<file path="src/rtl/clkseq_pkg.sv">
package clkseq_pkg;

    typedef enum logic [1:0] {
        RATIO_NONE = 2'd0,
        RATIO_256  = 2'd1,
        RATIO_384  = 2'd2,
        RATIO_512  = 2'd3
    } ratio_e;

    typedef enum logic {
        MODE_MASTER = 1'b0,
        MODE_SLAVE  = 1'b1
    } mode_e;

    typedef enum logic [1:0] {
        ST_OFF    = 2'd0,
        ST_MEAS   = 2'd1,
        ST_SETTLE = 2'd2,
        ST_RUN    = 2'd3
    } seq_state_e;

    typedef struct packed {
        logic rise;
        logic alive;
    } clk_mon_t;

    localparam int unsigned FS_LOW   = 256;
    localparam int unsigned FS_MID   = 384;
    localparam int unsigned FS_HIGH  = 512;
    localparam int unsigned PROV_DIV = 256;

    function automatic logic in_band(input logic [15:0] v,
                                     input logic [15:0] centre,
                                     input logic [15:0] tol);
        logic [16:0] lo_ok;
        logic [16:0] hi_ok;
        lo_ok = {1'b0, v} + {1'b0, tol};
        hi_ok = {1'b0, centre} + {1'b0, tol};
        return (lo_ok >= {1'b0, centre}) && ({1'b0, v} <= hi_ok);
    endfunction

    function automatic ratio_e classify_ratio(input logic [15:0] cnt,
                                              input logic [15:0] tol);
        ratio_e r;
        r = RATIO_NONE;
        if (in_band(cnt, 16'(FS_LOW), tol))       r = RATIO_256;
        else if (in_band(cnt, 16'(FS_MID), tol))  r = RATIO_384;
        else if (in_band(cnt, 16'(FS_HIGH), tol)) r = RATIO_512;
        return r;
    endfunction

endpackage

</file>
<file path="src/rtl/clkseq_edge_mon.sv">
module clkseq_edge_mon
    import clkseq_pkg::*;
#(
    parameter int unsigned TIMEOUT = 16
) (
    input  logic     clk,
    input  logic     rst,
    input  logic     sig_i,
    output clk_mon_t mon_o
);
    localparam int unsigned TW = $clog2(TIMEOUT + 1);
    localparam logic [TW-1:0] IDLE_MAX = TW'(TIMEOUT);

    logic [2:0]    sh;
    logic [TW-1:0] idle;
    logic          any_edge;

    assign any_edge = sh[2] ^ sh[1];

    always_ff @(posedge clk) begin
        if (rst) begin
            sh   <= '0;
            idle <= IDLE_MAX;
        end else begin
            sh <= {sh[1:0], sig_i};
            if (any_edge)
                idle <= '0;
            else if (idle != IDLE_MAX)
                idle <= idle + 1'b1;
        end
    end

    always_comb begin
        mon_o.rise  = sh[1] & ~sh[2];
        mon_o.alive = (idle != IDLE_MAX);
    end

    // an observed edge always makes the clock count as present
    assert_edge_revives_R7: assert property (@(posedge clk) disable iff (rst)
        any_edge |=> mon_o.alive);

endmodule

</file>
<file path="src/rtl/clkseq_ratio_meas.sv">
module clkseq_ratio_meas
    import clkseq_pkg::*;
#(
    parameter int unsigned TOL = 4
) (
    input  logic   clk,
    input  logic   rst,
    input  logic   clr_i,
    input  logic   mclk_rise_i,
    input  logic   lrck_rise_i,
    output logic   done_o,
    output ratio_e ratio_o
);
    localparam int unsigned CAP = FS_HIGH + TOL + 1;
    localparam int unsigned CW  = $clog2(CAP + 2);
    localparam logic [CW-1:0] CNT_CAP = CW'(CAP);

    logic [CW-1:0] cnt;
    logic [CW-1:0] total;
    logic          armed;

    assign total = cnt + (mclk_rise_i ? CW'(1) : CW'(0));

    always_ff @(posedge clk) begin
        if (rst || clr_i) begin
            cnt     <= '0;
            armed   <= 1'b0;
            done_o  <= 1'b0;
            ratio_o <= RATIO_NONE;
        end else begin
            done_o <= 1'b0;
            if (lrck_rise_i) begin
                armed <= 1'b1;
                cnt   <= '0;
                if (armed) begin
                    done_o  <= 1'b1;
                    ratio_o <= classify_ratio(16'(total), 16'(TOL));
                end
            end else if (mclk_rise_i && cnt != CNT_CAP) begin
                cnt <= cnt + 1'b1;
            end
        end
    end

    // a verdict only follows a full frame that began while armed
    assert_verdict_after_arm_R4: assert property (@(posedge clk) disable iff (rst)
        done_o |-> $past(armed) && $past(lrck_rise_i));

endmodule

</file>
<file path="src/rtl/clkseq_frame_timer.sv">
module clkseq_frame_timer #(
    parameter int unsigned FRAMES     = 11265,
    parameter int unsigned DIV        = 256,
    parameter int unsigned LRCK_START = 127
) (
    input  logic clk,
    input  logic rst,
    input  logic run_i,
    input  logic master_i,
    input  logic mclk_rise_i,
    input  logic lrck_rise_i,
    output logic lrck_run_o,
    output logic done_o
);
    localparam int unsigned DW = $clog2(DIV);
    localparam int unsigned FW = $clog2(FRAMES + 1);
    localparam logic [DW-1:0] DIV_LAST   = DW'(DIV - 1);
    localparam logic [DW-1:0] START_LAST = DW'(LRCK_START - 1);
    localparam logic [FW-1:0] FRAME_END  = FW'(FRAMES);

    logic [DW-1:0] div;
    logic [FW-1:0] frames;
    logic          started;
    logic          tick;

    assign tick = master_i ? (mclk_rise_i && div == DIV_LAST) : lrck_rise_i;

    always_ff @(posedge clk) begin
        if (rst || !run_i) begin
            div     <= '0;
            frames  <= '0;
            started <= 1'b0;
        end else begin
            if (mclk_rise_i) begin
                div <= (div == DIV_LAST) ? '0 : div + 1'b1;
                if (master_i && div == START_LAST)
                    started <= 1'b1;
            end
            if (tick && frames != FRAME_END)
                frames <= frames + 1'b1;
        end
    end

    assign done_o     = (frames == FRAME_END);
    assign lrck_run_o = started;

    // the provider frame clock starts only in the provider role
    assert_lrck_run_provider_R3: assert property (@(posedge clk) disable iff (rst)
        lrck_run_o |-> master_i);

endmodule

</file>
<file path="src/rtl/clkseq_init_ctrl.sv">
module clkseq_init_ctrl
    import clkseq_pkg::*;
#(
    parameter int unsigned SETTLE_FRAMES = 11265,
    parameter int unsigned MCLK_TIMEOUT  = 16,
    parameter int unsigned LRCK_TIMEOUT  = 2048,
    parameter int unsigned RATIO_TOL     = 4,
    parameter int unsigned LRCK_START    = 127
) (
    input  logic       clk,
    input  logic       rst,
    input  logic       mclk_i,
    input  logic       lrck_i,
    input  logic       strap_master_i,
    output logic       mode_slave_o,
    output logic [1:0] ratio_o,
    output logic       dp_rst_o,
    output logic       ref_en_o,
    output logic       mute_o,
    output logic       mute_level_o,
    output logic       lrck_run_o
);
    clk_mon_t   mclk_mon;
    clk_mon_t   lrck_mon;
    seq_state_e state;
    mode_e      mode_q;
    ratio_e     ratio_q;
    ratio_e     meas_ratio;
    logic       known;
    logic       clocks_ok;
    logic       meas_done;
    logic       settle_done;
    logic       timer_run;

    clkseq_edge_mon #(.TIMEOUT(MCLK_TIMEOUT)) u_mclk_mon (
        .clk(clk), .rst(rst), .sig_i(mclk_i), .mon_o(mclk_mon)
    );

    clkseq_edge_mon #(.TIMEOUT(LRCK_TIMEOUT)) u_lrck_mon (
        .clk(clk), .rst(rst), .sig_i(lrck_i), .mon_o(lrck_mon)
    );

    clkseq_ratio_meas #(.TOL(RATIO_TOL)) u_meas (
        .clk(clk), .rst(rst),
        .clr_i(state != ST_MEAS),
        .mclk_rise_i(mclk_mon.rise),
        .lrck_rise_i(lrck_mon.rise),
        .done_o(meas_done),
        .ratio_o(meas_ratio)
    );

    assign timer_run = (state == ST_SETTLE) || (state == ST_RUN);

    clkseq_frame_timer #(
        .FRAMES(SETTLE_FRAMES), .DIV(PROV_DIV), .LRCK_START(LRCK_START)
    ) u_timer (
        .clk(clk), .rst(rst),
        .run_i(timer_run),
        .master_i(mode_q == MODE_MASTER),
        .mclk_rise_i(mclk_mon.rise),
        .lrck_rise_i(lrck_mon.rise),
        .lrck_run_o(lrck_run_o),
        .done_o(settle_done)
    );

    assign clocks_ok = mclk_mon.alive && ((mode_q == MODE_MASTER) || lrck_mon.alive);

    always_ff @(posedge clk) begin
        if (rst) begin
            state   <= ST_OFF;
            mode_q  <= MODE_MASTER;
            known   <= 1'b0;
            ratio_q <= RATIO_NONE;
        end else begin
            unique case (state)
                ST_OFF: begin
                    if (!known) begin
                        if (mclk_mon.alive) begin
                            known  <= 1'b1;
                            mode_q <= strap_master_i ? MODE_MASTER : MODE_SLAVE;
                        end
                    end else if (clocks_ok) begin
                        if (mode_q == MODE_MASTER) begin
                            ratio_q <= RATIO_256;
                            state   <= ST_SETTLE;
                        end else begin
                            state <= ST_MEAS;
                        end
                    end
                end
                ST_MEAS: begin
                    if (!clocks_ok) begin
                        state <= ST_OFF;
                    end else if (meas_done && meas_ratio != RATIO_NONE) begin
                        ratio_q <= meas_ratio;
                        state   <= ST_SETTLE;
                    end
                end
                ST_SETTLE: begin
                    if (!clocks_ok) begin
                        ratio_q <= RATIO_NONE;
                        state   <= ST_OFF;
                    end else if (settle_done) begin
                        state <= ST_RUN;
                    end
                end
                ST_RUN: begin
                    if (!clocks_ok) begin
                        ratio_q <= RATIO_NONE;
                        state   <= ST_OFF;
                    end
                end
                default: state <= ST_OFF;
            endcase
        end
    end

    always_comb begin
        mode_slave_o = (mode_q == MODE_SLAVE);
        ratio_o      = ratio_q;
        dp_rst_o     = !timer_run;
        ref_en_o     = timer_run;
        mute_o       = (state != ST_RUN);
        mute_level_o = known && (mode_q == MODE_SLAVE);
    end

    // once latched, the role never changes
    assert_mode_frozen_R2: assert property (@(posedge clk) disable iff (rst)
        (known && $past(known)) |-> $stable(mode_q));

    // loss of the master clock while powered forces power-down
    assert_mclk_loss_down_R7: assert property (@(posedge clk) disable iff (rst)
        (timer_run && !mclk_mon.alive) |=> (state == ST_OFF));

    // a rejected count keeps the block measuring
    assert_reject_stays_R9: assert property (@(posedge clk) disable iff (rst)
        (state == ST_MEAS && clocks_ok && meas_done && meas_ratio == RATIO_NONE)
        |=> (state == ST_MEAS) && !ref_en_o);

    // the reference is only enabled with a known ratio
    assert_ref_has_ratio_R10: assert property (@(posedge clk) disable iff (rst)
        ref_en_o |-> (ratio_q != RATIO_NONE));

endmodule

</file>
<file path="config.mk">
export PLATFORM = sky130hd
export DESIGN_NAME = clkseq_init_ctrl
export DESIGN_NICKNAME = d
export VERILOG_FILES = /design/src/rtl/clkseq_pkg.sv /design/src/rtl/clkseq_edge_mon.sv /design/src/rtl/clkseq_ratio_meas.sv /design/src/rtl/clkseq_frame_timer.sv /design/src/rtl/clkseq_init_ctrl.sv
export SDC_FILE = /design/constraint.sdc
export NUM_CORES = 1
export LEC_CHECK = 0
export BUFFER_PORTS_ARGS = -buffer_cell sky130_fd_sc_hd__buf_2
export CORE_MARGIN = 3
export CORE_UTILIZATION = 67
export CTS_CLUSTER_SIZE = 24
export DETAILED_ROUTE_END_ITERATION = 8
export PLACE_DENSITY = 0.85
export SETUP_SLACK_MARGIN = 0.1
export SLEW_MARGIN = 20
export SYNTH_ARGS = -nofsm -noshare
export SYNTH_HDL_FRONTEND = slang
export SYNTH_HIERARCHICAL = 1
export SYNTH_SLANG_ARGS = --single-unit
</file>
<file path="constraint.sdc">
create_clock -name clk -period 7.17 [get_ports clk]
set_clock_uncertainty 0.15 [all_clocks]
set_input_delay 1.434 -clock clk [delete_from_list [all_inputs] [get_ports clk]]
set_output_delay 1.434 -clock clk [all_outputs]
set_load 0.01 [all_outputs]
</file>
==> impl_table.tex <==
\begin{tabular}{lr}
\hline
Metric & Value \\
\hline
\multicolumn{2}{l}{\textbf{Clocking}} \\
Number of CTS-inserted buffers & 9 \\
Maximum buffer depth of the clock tree & 2 \\
Post-CTS setup buffer count & 0 \\
Clk pin slew, worst setup/hold paths & about 0.070 ns \\
Clock sink total & 66 \\
\# hold bufs at CTS & 0 \\
H-Tree Level Count & 3 \\
CTS root buf & clkbuf\_8 \\
Clock tree from TritonCTS & built \\
Insertion delay to the later sink of the worst-skew pair & between 0.3 and 0.4 ns \\
CTS resizes & 0 \\
\multicolumn{2}{l}{\textbf{Cells and area}} \\
Most used cells in the layout excluding fill and tap cells & dfxtp\_1 (66), nor2\_1 (36), nand2\_1 (27), a21oi\_1 (21), inv\_1 (19) \\
Most common cell after layout, fill and taps aside & dfxtp\_1 \\
Post-route standard cell area excluding fillers & between 0.003 and 0.004 sq mm \\
Syn-to-layout area delta & 6.87\% \\
Antenna diodes & 0 \\
Final Net Count & 456 \\
Fraction of final layout cells with drive strength greater than 1 & roughly an eighth \\
\multicolumn{2}{l}{\textbf{Logic synthesis}} \\
Multiplexer fraction of the synthesized cell area & under 10\% \\
Number of synthesized flops with an enable pin & 0 \\
Post-Syn Area per Cell & 8.68 sq um \\
Post-Synth Adder-Cell Area & between 5 and 6\% \\
Most common flop cell mapped by yosys & dfxtp\_1 \\
Number of unique standard cell types used by synthesis & 74 \\
Proportion of register bits with asynchronous set or reset after synthesis & 0\% \\
Synthesized instance count & between 400 and 500 \\
Synthesized-area fraction occupied by xor and xnor cells & under 10\% \\
Dominant combinational cell family by area after synthesis & simple AND/OR/NAND/NOR gates \\
\#FFs+latches synth & 66 \\
Mapped Nets & 450 \\
Post-synthesis share of cell area spent on and, or, nand and nor gates & $\sim$30\% \\
Syn. warnings & 6 \\
Fraction of the mapped netlist area in compound gates & roughly 17\% \\
Synthesized cell area & 0.00372 sq mm \\
Sequential cell area fraction in the yosys report & between 30\% and 40\% \\
\multicolumn{2}{l}{\textbf{Route}} \\
Pre-antenna DRT Iters & 5 \\
DR WL/cell & $\sim$15 um \\
Residual antenna-violating net count after detailed routing & 0 \\
DRC violation count after routing & 0 \\
Detail-routed via count per cell & around 6.4 \\
Final routed wirelength across all metal layers & approximately 7700 um \\
Detailed Route Iter0 Violations & 306 \\
Overall via count from detail\_route & between 3000 and 4000 \\
\multicolumn{2}{l}{\textbf{Floorplanning}} \\
Number of I/O pins & 13 \\
Floorplan die area & $\sim$0.0065 sq mm \\
Area of the placeable core & about 0.0052 sq mm \\
Overall die width & approximately 80 um \\
Initial Util & 71.0\% \\
Die span in y & 80.5 um \\
Row count & 26 \\
\multicolumn{2}{l}{\textbf{Pwr}} \\
LEAKAGE & about 1.4 nW \\
Power density over the cells & between 150 and 200 mW/mm\^{}2 \\
Peak VDD IR & around 0.00016 V \\
\multicolumn{2}{l}{\textbf{STA}} \\
Max Fclk & approximately 330 MHz \\
Worst Max-Slew Pin Slew & a little under 0.7 ns \\
Relative slew slack & a little over half \\
Share of the cycle needed by the critical path after routing & $\sim$42\% \\
Final hold violations & 0 \\
Total Negative Setup Slacks & 0 ns \\
Final setup violation count & 0 \\
Clock period minus worst slack & approximately 3.0 ns \\
Unrepaired setup endpoints after global routing & false \\
Pins over their slew limit & 0 \\
Fin Hold WS & roughly 0.29 ns \\
\multicolumn{2}{l}{\textbf{Place}} \\
Quantity of I/O buffers inserted on ports & 12 \\
Final RePlAce weighted congestion & 0.866 \\
Estimated wirelength of the detail-placed design & $\sim$5300 um \\
Placed cell area & around 0.0038 sq mm \\
\multicolumn{2}{l}{\textbf{Global route}} \\
Pin count of the biggest net entering global routing & 25 \\
Vias in the first global route & 3065 \\
Antenna violations before repair & 0 \\
Global-route wire length before repair & between 10000 and 15000 um \\
GRT Residual Overflow & 0 \\
GRT Total Usage & a little over a quarter \\
\multicolumn{2}{l}{\textbf{Critical path}} \\
Crit path max fanout & 13 \\
Critical path data required time & about 7.3 ns \\
Setup crit end kind & flop \\
Critical path startpoint category & flop \\
Worst setup path category & reg -> reg \\
Data arrival time of the worst path & about 3.2 ns \\
\multicolumn{2}{l}{\textbf{Run status}} \\
Run status & finished, final reports clean \\
\multicolumn{2}{l}{\textbf{Run}} \\
Max-cap violations & 0 \\
\multicolumn{2}{l}{\textbf{Worst hold path}} \\
Type of the most critical hold path & reg -> reg \\
\hline
\end{tabular}
==> state kept, by name (all words and copies together) (netlist names) <==
name	count
ratio_o	2
u_lrck_mon/idle	12
known	1
u_timer/div	8
u_meas/done_o	1
mode_slave_o	1
u_meas/ratio_o	2
u_meas/armed	1
u_timer/lrck_run_o	1
u_mclk_mon/sh	3
u_lrck_mon/sh	3
u_mclk_mon/idle	5
u_timer/frames	14
state	2
u_meas/cnt	10
==> synthesized netlist by cell type (all sizes together) (4+ instances only) <==
| cell | instances | area share, % |
|---|---|---|
| dfxtp | 66 | 36 |
| nor2 | 37 | 3.8 |
| nand2 | 27 | 2.7 |
| a21oi | 22 | 3.1 |
| inv | 22 | 2.4 |
| nand3 | 19 | 2.7 |
| o21ai | 18 | 2.4 |
| ha | 17 | 5.7 |
| nand4 | 15 | 2.9 |
| or3 | 15 | 2.6 |
| xor2 | 14 | 3.5 |
| nand2b | 13 | 2.3 |
| nor3 | 13 | 2.2 |
| xnor2 | 12 | 2.8 |
| clkbuf | 9 | 0.94 |
| a31oi | 8 | 1.3 |
| buf | 8 | 1.7 |
| nor2b | 8 | 1.3 |
| nor4 | 7 | 1.3 |
| a211oi | 6 | 1.3 |
| and3 | 6 | 1.0 |
| and4 | 6 | 1.4 |
| o31ai | 6 | 1.3 |
| nor3b | 5 | 1.0 |
| o211ai | 5 | 1.0 |
| mux2i | 4 | 1.1 |
==> metal layers <==
layer / share of wire [%] / GRT usage, % / wire length (um)
met4: 0.99 / 8.78 / 76
met1: 46 / 34.3 / 3530
met2: 48 / 42.5 / 3650
met5: 0 / 0 / 0
met3: 5.2 / 6.84 / 401
==> per-stage QoR <==
| step | worst slack, ns | util [%] | instances | power, W |
|---|---|---|---|---|
| 3_3_place_gp | 4.23 | 71.9 | 493 | 0.000473 |
| 3_5_place_dp | 4.12 | 71.9 | 493 | 0.000476 |
| 2_1_floorplan | 4.65 | - | 428 | 0.000456 |
| 4_1_cts | 4.18 | 75.8 | 509 | 0.000790 |
| 5_1_grt | 3.81 | 75.8 | 509 | 0.000818 |
| 6_report | 4.13 | 75.8 | 509 | 0.000784 |
==> final timing paths <==
check	start	endpoint	slack, ns	cells past startpoint
setup reg to reg	u_mclk_mon/sh[1]$_SDFF_PP0_	u_meas/ratio_o[1]$_SDFFE_PP0P_	4.13	11
setup / recovery	u_mclk_mon/sh[1]$_SDFF_PP0_	u_meas/ratio_o[1]$_SDFFE_PP0P_	4.13	11
hold / removal	u_lrck_mon/sh[0]$_SDFF_PP0_	u_lrck_mon/sh[1]$_SDFF_PP0_	0.29	1
hold reg to reg	u_lrck_mon/sh[0]$_SDFF_PP0_	u_lrck_mon/sh[1]$_SDFF_PP0_	0.29	1
==> worst max-delay path, cell delays in order (launching register included) <==
cell      delay, ns
dfxtp_1        0.34
ha_1           0.47
ha_1           0.30
ha_1           0.26
xnor2_1        0.17
inv_1          0.10
ha_1           0.19
nor3b_1        0.13
o21ai_0        0.14
nor2_1         0.10
a211oi_1       0.41
a31o_1         0.23
==> power by group <==
part	switching, W	internal (W)	leakage [nW]
Combinational	0.0000504	0.0000309	0.779
Sequential	0.0000125	0.000376	0.534
Clock	0.000136	0.000179	0.0986
==> logic make-up (layout without fill, tap and decap cells) <==
group | Yosys count | after routing
flip-flops | 66 | 66
buffers and inverters | 39 | 50
adder cells (fa/ha/maj) | 17 | 17
AND/OR/NAND/NOR | 187 | 187
AO/OA/AOI/OAI | 89 | 89
XOR/XNOR | 26 | 26
multiplexers | 4 | 4
==> area by class of cell <==
class                      count  area [sq um]
sequential                    66          1320
inverter                      22          90.1
multi-input combinational    323          2210
clock buffer                  12           155
fill                         380          1270
timing repair buffer          12          60.1
clock inverter                 4          50.0
tap                           70          87.6
(Power assumes the default switching activity.)
